**config.mk**
```make
export PLATFORM = sky130hd
export DESIGN_NAME = rob_future_file
export DESIGN_NICKNAME = d
export VERILOG_FILES = /design/src/rtl/rob_ff_pkg.sv /design/src/rtl/rob_ff_table.sv /design/src/rtl/rob_ff_regs.sv /design/src/rtl/rob_future_file.sv
export SDC_FILE = /design/constraint.sdc
export NUM_CORES = 2
export LEC_CHECK = 0
export BUFFER_PORTS_ARGS = -buffer_cell sky130_fd_sc_hd__buf_2
export CORE_AREA = 3 3 357 253
export DETAILED_ROUTE_END_ITERATION = 8
export DIE_AREA = 0 0 360 256
export PLACE_DENSITY = 0.74
export SLEW_MARGIN = 20
export SYNTH_ARGS = -nofsm -noshare
export SYNTH_HDL_FRONTEND = slang
export SYNTH_SLANG_ARGS = --single-unit
export TNS_END_PERCENT = 30
```
**constraint.sdc**
```tcl
create_clock -name clk -period 7.5 [get_ports clk]
set_input_delay 0.375 -clock clk [delete_from_list [all_inputs] [get_ports clk]]
set_output_delay 0.375 -clock clk [all_outputs]
set_load 0.005 [all_outputs]
```
**src/rtl/rob_ff_pkg.sv**
```systemverilog
package rob_ff_pkg;
  typedef enum logic [1:0] {
    OP_ADD  = 2'd0,
    OP_DIV  = 2'd1,
    OP_LOAD = 2'd2
  } op_t;
endpackage

```
**src/rtl/rob_ff_table.sv**
```systemverilog
module rob_ff_table
  import rob_ff_pkg::*;
#(
  parameter int DEPTH = 4,
  parameter int NREG  = 12,
  parameter int DW    = 32,
  localparam int IW = $clog2(DEPTH),
  localparam int RW = $clog2(NREG),
  localparam int CW = $clog2(DEPTH + 1)
) (
  input  logic          clk,
  input  logic          rst_n,
  input  logic          alloc_fire,
  input  logic [1:0]    alloc_op,
  input  logic [RW-1:0] alloc_rd,
  input  logic [RW-1:0] alloc_rs,
  input  logic [RW-1:0] alloc_rt,
  input  logic          wb_valid,
  input  logic [IW-1:0] wb_idx,
  input  logic [DW-1:0] wb_value,
  input  logic          wb_exc,
  input  logic          retire_fire,
  input  logic          flush,
  output logic [IW-1:0] tail_idx,
  output logic          full,
  output logic          head_done,
  output logic          head_exc,
  output logic [1:0]    head_op,
  output logic [RW-1:0] head_rd,
  output logic [RW-1:0] head_rs,
  output logic [RW-1:0] head_rt,
  output logic [DW-1:0] head_val,
  output logic          wb_hit,
  output logic [RW-1:0] wb_rd
);
  logic [IW-1:0] head, tail;
  logic [CW-1:0] cnt;
  logic          e_v   [DEPTH];
  logic          e_exc [DEPTH];
  logic          e_rdy [DEPTH];
  op_t           e_op  [DEPTH];
  logic [RW-1:0] e_rd  [DEPTH];
  logic [RW-1:0] e_rs  [DEPTH];
  logic [RW-1:0] e_rt  [DEPTH];
  logic [DW-1:0] e_val [DEPTH];

  function automatic logic [IW-1:0] step(input logic [IW-1:0] i);
    return (i == IW'(DEPTH - 1)) ? '0 : i + 1'b1;
  endfunction

  always_ff @(posedge clk) begin
    if (!rst_n || flush) begin
      head <= '0;
      tail <= '0;
      cnt  <= '0;
      for (int i = 0; i < DEPTH; i++) begin
        e_v[i]   <= 1'b0;
        e_rdy[i] <= 1'b0;
        e_exc[i] <= 1'b0;
        e_op[i]  <= OP_ADD;
        e_rd[i]  <= '0;
        e_rs[i]  <= '0;
        e_rt[i]  <= '0;
        e_val[i] <= '0;
      end
    end else begin
      if (wb_hit) begin
        e_val[wb_idx] <= wb_value;
        e_rdy[wb_idx] <= 1'b1;
        e_exc[wb_idx] <= wb_exc;
      end
      if (retire_fire) begin
        e_v[head]   <= 1'b0;
        e_rdy[head] <= 1'b0;
        head        <= step(head);
      end
      if (alloc_fire) begin
        e_v[tail]   <= 1'b1;
        e_rdy[tail] <= 1'b0;
        e_exc[tail] <= 1'b0;
        e_op[tail]  <= op_t'(alloc_op);
        e_rd[tail]  <= alloc_rd;
        e_rs[tail]  <= alloc_rs;
        e_rt[tail]  <= alloc_rt;
        e_val[tail] <= '0;
        tail        <= step(tail);
      end
      case ({alloc_fire, retire_fire})
        2'b10:   cnt <= cnt + 1'b1;
        2'b01:   cnt <= cnt - 1'b1;
        default: cnt <= cnt;
      endcase
    end
  end

  assign tail_idx  = tail;
  assign full      = (cnt == CW'(DEPTH));
  assign head_done = e_v[head] && e_rdy[head];
  assign head_exc  = e_exc[head];
  assign head_op   = e_op[head];
  assign head_rd   = e_rd[head];
  assign head_rs   = e_rs[head];
  assign head_rt   = e_rt[head];
  assign head_val  = e_val[head];
  assign wb_hit    = wb_valid && e_v[wb_idx];
  assign wb_rd     = e_rd[wb_idx];
endmodule

```
**src/rtl/rob_ff_regs.sv**
```systemverilog
module rob_ff_regs #(
  parameter int DEPTH = 4,
  parameter int NREG  = 12,
  parameter int DW    = 32,
  parameter int NRP   = 2,
  localparam int IW = $clog2(DEPTH),
  localparam int RW = $clog2(NREG)
) (
  input  logic                    clk,
  input  logic                    rst_n,
  input  logic                    alloc_fire,
  input  logic [RW-1:0]           alloc_rd,
  input  logic [IW-1:0]           alloc_idx,
  input  logic                    wb_hit,
  input  logic [RW-1:0]           wb_rd,
  input  logic [IW-1:0]           wb_idx,
  input  logic [DW-1:0]           wb_value,
  input  logic                    commit,
  input  logic [RW-1:0]           commit_rd,
  input  logic [DW-1:0]           commit_value,
  input  logic                    flush,
  input  logic [NRP-1:0][RW-1:0]  rd_reg,
  output logic [NRP-1:0]          rd_valid,
  output logic [NRP-1:0][DW-1:0]  rd_value
);
  logic [DW-1:0] spec_val [NREG];
  logic          spec_v   [NREG];
  logic [IW-1:0] owner    [NREG];
  logic [DW-1:0] arch     [NREG];

  always_ff @(posedge clk) begin
    if (!rst_n) begin
      for (int i = 0; i < NREG; i++) begin
        spec_val[i] <= '0;
        spec_v[i]   <= 1'b1;
        owner[i]    <= '0;
        arch[i]     <= '0;
      end
    end else begin
      if (commit) arch[commit_rd] <= commit_value;
      if (flush) begin
        for (int i = 0; i < NREG; i++) begin
          spec_val[i] <= arch[i];
          spec_v[i]   <= 1'b1;
        end
      end else begin
        if (wb_hit && owner[wb_rd] == wb_idx) begin
          spec_val[wb_rd] <= wb_value;
          spec_v[wb_rd]   <= 1'b1;
        end
        if (alloc_fire) begin
          spec_v[alloc_rd] <= 1'b0;
          owner[alloc_rd]  <= alloc_idx;
        end
      end
    end
  end

  for (genvar p = 0; p < NRP; p++) begin : g_port
    assign rd_valid[p] = (rd_reg[p] < RW'(NREG)) ? spec_v[rd_reg[p]] : 1'b1;
    assign rd_value[p] = (rd_reg[p] < RW'(NREG)) ? spec_val[rd_reg[p]] : '0;
  end
endmodule

```
**src/rtl/rob_future_file.sv**
```systemverilog
module rob_future_file #(
  parameter int DEPTH = 4,
  parameter int NREG  = 12,
  parameter int DW    = 32,
  localparam int IW = $clog2(DEPTH),
  localparam int RW = $clog2(NREG)
) (
  input  logic          clk,
  input  logic          rst_n,
  input  logic          alloc_valid,
  output logic          alloc_ready,
  input  logic [1:0]    alloc_op,
  input  logic [RW-1:0] alloc_rd,
  input  logic [RW-1:0] alloc_rs,
  input  logic [RW-1:0] alloc_rt,
  output logic [IW-1:0] alloc_idx,
  input  logic          wb_valid,
  input  logic [IW-1:0] wb_idx,
  input  logic [DW-1:0] wb_value,
  input  logic          wb_exc,
  input  logic [RW-1:0] src_a_reg,
  output logic          src_a_valid,
  output logic [DW-1:0] src_a_value,
  input  logic [RW-1:0] src_b_reg,
  output logic          src_b_valid,
  output logic [DW-1:0] src_b_value,
  output logic          retire_valid,
  output logic [1:0]    retire_op,
  output logic [RW-1:0] retire_rd,
  output logic [RW-1:0] retire_rs,
  output logic [RW-1:0] retire_rt,
  output logic [DW-1:0] retire_value,
  output logic          exc_flush,
  output logic          fetch_stall
);
  logic          full, head_done, head_exc, alloc_fire, wb_hit;
  logic [RW-1:0] wb_rd;
  logic [1:0]          port_valid;
  logic [1:0][RW-1:0]  port_reg;
  logic [1:0][DW-1:0]  port_value;

  assign retire_valid = head_done && !head_exc;
  assign exc_flush    = head_done && head_exc;
  assign alloc_ready  = !full && !exc_flush;
  assign alloc_fire   = alloc_valid && alloc_ready;
  assign fetch_stall  = full;

  rob_ff_table #(.DEPTH(DEPTH), .NREG(NREG), .DW(DW)) u_table (
    .clk(clk), .rst_n(rst_n),
    .alloc_fire(alloc_fire), .alloc_op(alloc_op), .alloc_rd(alloc_rd),
    .alloc_rs(alloc_rs), .alloc_rt(alloc_rt),
    .wb_valid(wb_valid), .wb_idx(wb_idx), .wb_value(wb_value), .wb_exc(wb_exc),
    .retire_fire(retire_valid), .flush(exc_flush),
    .tail_idx(alloc_idx), .full(full),
    .head_done(head_done), .head_exc(head_exc), .head_op(retire_op),
    .head_rd(retire_rd), .head_rs(retire_rs), .head_rt(retire_rt),
    .head_val(retire_value), .wb_hit(wb_hit), .wb_rd(wb_rd)
  );

  assign port_reg    = {src_b_reg, src_a_reg};
  assign src_a_valid = port_valid[0];
  assign src_b_valid = port_valid[1];
  assign src_a_value = port_value[0];
  assign src_b_value = port_value[1];

  rob_ff_regs #(.DEPTH(DEPTH), .NREG(NREG), .DW(DW), .NRP(2)) u_regs (
    .clk(clk), .rst_n(rst_n),
    .alloc_fire(alloc_fire), .alloc_rd(alloc_rd), .alloc_idx(alloc_idx),
    .wb_hit(wb_hit), .wb_rd(wb_rd), .wb_idx(wb_idx), .wb_value(wb_value),
    .commit(retire_valid), .commit_rd(retire_rd), .commit_value(retire_value),
    .flush(exc_flush),
    .rd_reg(port_reg), .rd_valid(port_valid), .rd_value(port_value)
  );
endmodule

```
==> results.json <==
{
  "rsz0062_at_grt": "false",
  "cts_root_buf": "clkbuf_16",
  "tns_ns": 0,
  "io_pins": 179,
  "drtIter0Drc": 5302,
  "synth_edf_count": 856,
  "slew_headroom_pct": 22.9,
  "hold_path_class": "primary input to flip-flop",
  "start_kind": "flip-flop",
  "synth_common_cells": "856 x edfxtp_1, 532 x nand2_1, 458 x nor2_1",
  "crit_path_end_kind": "flip-flop",
  "dr.pass1.iters": 5,
  "grt_use_met3_pct": 10.6,
  "grt_remaining_overflow": 0,
  "synth_seq_cells": 1017,
  "tightestPinTransition_ns": 1.16,
  "grt_pass1_wl_um": 216000,
  "hpwl_um": 88500,
  "power_frac_comb_pct": 7.7,
  "critPathTopFamily": "compound AO/OA/AOI/OAI gates",
  "vias_per_cell": 6.58,
  "required_ns": 7.86,
  "synth_top_area_cell": "edfxtp_1",
  "timing.reg2reg.setup_slack_ns": 2.48,
  "crit_arrival_ns": 5.38,
  "synth_top_area_share_pct": 54.7,
  "top_usage_layer": "met2",
  "fin_cells": 5087,
  "grt.total_usage_pct": 31.9,
  "power_switching_mw": 2.93,
  "start_util_pct": 53.7,
  "yosys_warnings": 0,
  "drv_cap": 0,
  "status": "complete, no violations",
  "routed_wl_um": 149000,
  "syn_area_per_cell_sq_um": 12.3,
  "fp.dieW_um": 360,
  "hold_buffers": 12,
  "gp_congestion": 0.870,
  "seq_power_share_pct": 52.1,
  "clockBufferDepth": 3,
  "use_met2_pct": 47.3,
  "finalCriticalPeriod_ns": 5.02,
  "skew_ns": 0.0562,
  "path_common_cell": "buf_4",
  "ys_types": 59,
  "place_inst": 4887,
  "clockPowerShare_pct": 40.2,
  "synthMostInstantiatedCell": "edfxtp_1",
  "clkSinkCount": 1017,
  "port_buffers": 178,
  "finalCritPeriodShare_pct": 67.0,
  "postCtsSetupBuffers": 0,
  "std_cell_rows": 91,
  "grt_pass1_vias": 32100,
  "cp_cell_sequence": "mux4_2 > inv_2 > nor2_1 > nor2_4 > nand3_1 > a211oi_1 > nand3b_1 > buf_4 > o21ai_4 > buf_4",
  "ys_seq_area_share_pct": 61.5,
  "cp_slowest_cell": "dfxtp_4",
  "synthCells": 3807,
  "cp_max_fo": 80,
  "ys.flop_type": "edfxtp_1",
  "maxSlewViolCount": 0,
  "swShare_pct": 23.9,
  "core_area_sq_um": 87600,
  "crit_buf_inv": 3,
  "cts_tree": "built",
  "synth_area_leaders": "edfxtp_1 55%, mux4_2 10%, dfxtp_1 6.9%",
  "syn-num-nets": 3878,
  "cpPeakStageDelay_ns": 1.05,
  "clock_latency_ns": 0.70,
  "netlist_area_sq_um": 47000,
  "fmax_ghz": 0.199,
  "intPower_mw": 9.32,
  "path_clk_slew_ns": 0.06,
  "hold_viol": 0,
  "async_reset_ff_share_pct": 0,
  "final_antenna_net_count": 0,
  "fill_cells": 6692,
  "ir_drop_uv": 188,
  "routedWlPerCell_um": 29.3,
  "die_area_sq_um": 92200,
  "worstSetupPathType": "flip-flop to flip-flop",
  "num-nets-final": 3907,
  "antenna_found_initial": 12,
  "pwr_density_cell_nw_per_um2": 234,
  "p_leak_nw": 18.6,
  "dr_total_vias": 33500,
  "grt_max_degree": 184,
  "met1_usage_pct": 45.2,
  "cts_resized": 0,
  "setup_viol": 0,
  "die_h_um": 256,
  "drc_errors": 0,
  "numCtsBuffers": 97,
  "htreeDepth": 3,
  "area_growth_pct": 11.4,
  "drive_gt1_share_pct": 19.0
}
==> power by group through the flow <==
stage | combinational, mW | sequential [mW] | clock [mW]
2_1_floorplan | 0.552 | 6.47 | 0
3_3_place_gp | 0.903 | 6.49 | 0
3_5_place_dp | 0.917 | 6.50 | 0
4_1_cts | 0.926 | 6.38 | 4.95
5_1_grt | 0.984 | 6.40 | 5.18
6_report | 0.945 | 6.39 | 4.93
==> layout make-up <==
| type | instances | area (sq um) | area share, % |
|---|---|---|---|
| sequential | 1017 | 28900 | 55.3 |
| timing repair buffer | 287 | 1780 | 3.41 |
| multi-input combinational | 2292 | 16500 | 31.4 |
| inverter | 141 | 529 | 1.01 |
| clock buffer | 119 | 2540 | 4.85 |
| clock inverter | 63 | 643 | 1.23 |
| tap | 1162 | 1450 | 2.78 |
| antenna | 6 | 15.0 | 0.0287 |
==> sequential cells by signal (all words and copies together) (netlist names), 3 cells and up, named ones only <==
name	count
u_regs.arch	384
u_regs.spec_val	384
u_table.e_val	128
u_regs.owner	32
u_table.e_rd	16
u_table.e_rs	16
u_table.e_rt	16
u_regs.spec_v	12
u_table.e_op	8
u_table.e_exc	4
u_table.e_rdy	4
u_table.e_v	4
u_table.cnt	3
==> path summary, 6_finish.rpt <==
kind                                      from  cells past startpoint                                 to
max                                  flip-flop                     10   u_regs.spec_val[7][10]$_DFFE_PP_
min                                alloc_rd[2]                      2   u_table.e_rd[1][2]$_SDFFCE_PN0P_
max reg2reg                          flip-flop                     10   u_regs.spec_val[7][10]$_DFFE_PP_
min reg2reg  u_table.e_val[1][20]$_SDFFE_PP0P_                      2  u_table.e_val[1][20]$_SDFFE_PP0P_
==> logic make-up (layout without fill, tap and decap cells) <==
kind of cell             Yosys count  in the layout  share of synthesized area, %
AO/OA/AOI/OAI                    648            648                          8.65
AND/OR/NAND/NOR                 1231           1231                          10.9
adder cells (fa/ha/maj)           10             10                         0.282
multiplexers                     400            400                          14.4
flip-flops                      1017           1017                          61.5
XOR/XNOR                           3              3                        0.0559
buffers and inverters            498            610                          4.16
other                              0              6                             0
==> cell usage in the layout (no fill, tap or decap), types with 130 or more instances in the layout <==
| cell type | Yosys | final |
|---|---|---|
| nand2_1 | 532 | 519 |
| mux2i_1 | 148 | 148 |
| o21ai_0 | 272 | 234 |
| nor2_1 | 458 | 455 |
| inv_1 | 140 | 140 |
| dfxtp_1 | 161 | 159 |
| mux4_2 | 219 | 219 |
| a22o_1 | 130 | 130 |
| edfxtp_1 | 856 | 856 |
| buf_2 | 17 | 173 |
==> metal layers <==
layer  vias to the layer above  wire length (um)
met3                       322             24000
met4                         8              4560
met5                         -                55
met1                     16500             54700
li1                      14000                 -
met2                      2644             66000
==> stage by stage <==
step / total power, mW / util [%] / hold WS [ns] / worst slack [ns] / instance area [sq um]
global route: 12.6 / 59.8 / 0.0825 / 2.28 / 52400
detailed placement: 7.42 / 56.0 / 0.456 / 2.52 / 49000
CTS: 12.3 / 59.8 / 0.0667 / 2.56 / 52300
floorplan: 7.02 / - / 0.444 / 2.17 / 47000
finish: 12.3 / 59.8 / 0.0953 / 2.48 / 52400
global placement: 7.39 / 56.0 / 0.450 / 2.58 / 49000
==> worst reg2reg max path, stage by stage, from the launching register on <==
cell      delay, ns
dfxtp_4        1.05
mux4_2         0.68
inv_2          0.12
nor2_1         0.10
nor2_4         0.20
nand3_1        0.31
a211oi_1       0.38
nand3b_1       0.12
buf_4          0.40
o21ai_4        0.88
buf_4          0.46
Note: power is estimated with default switching activity, not from simulation.
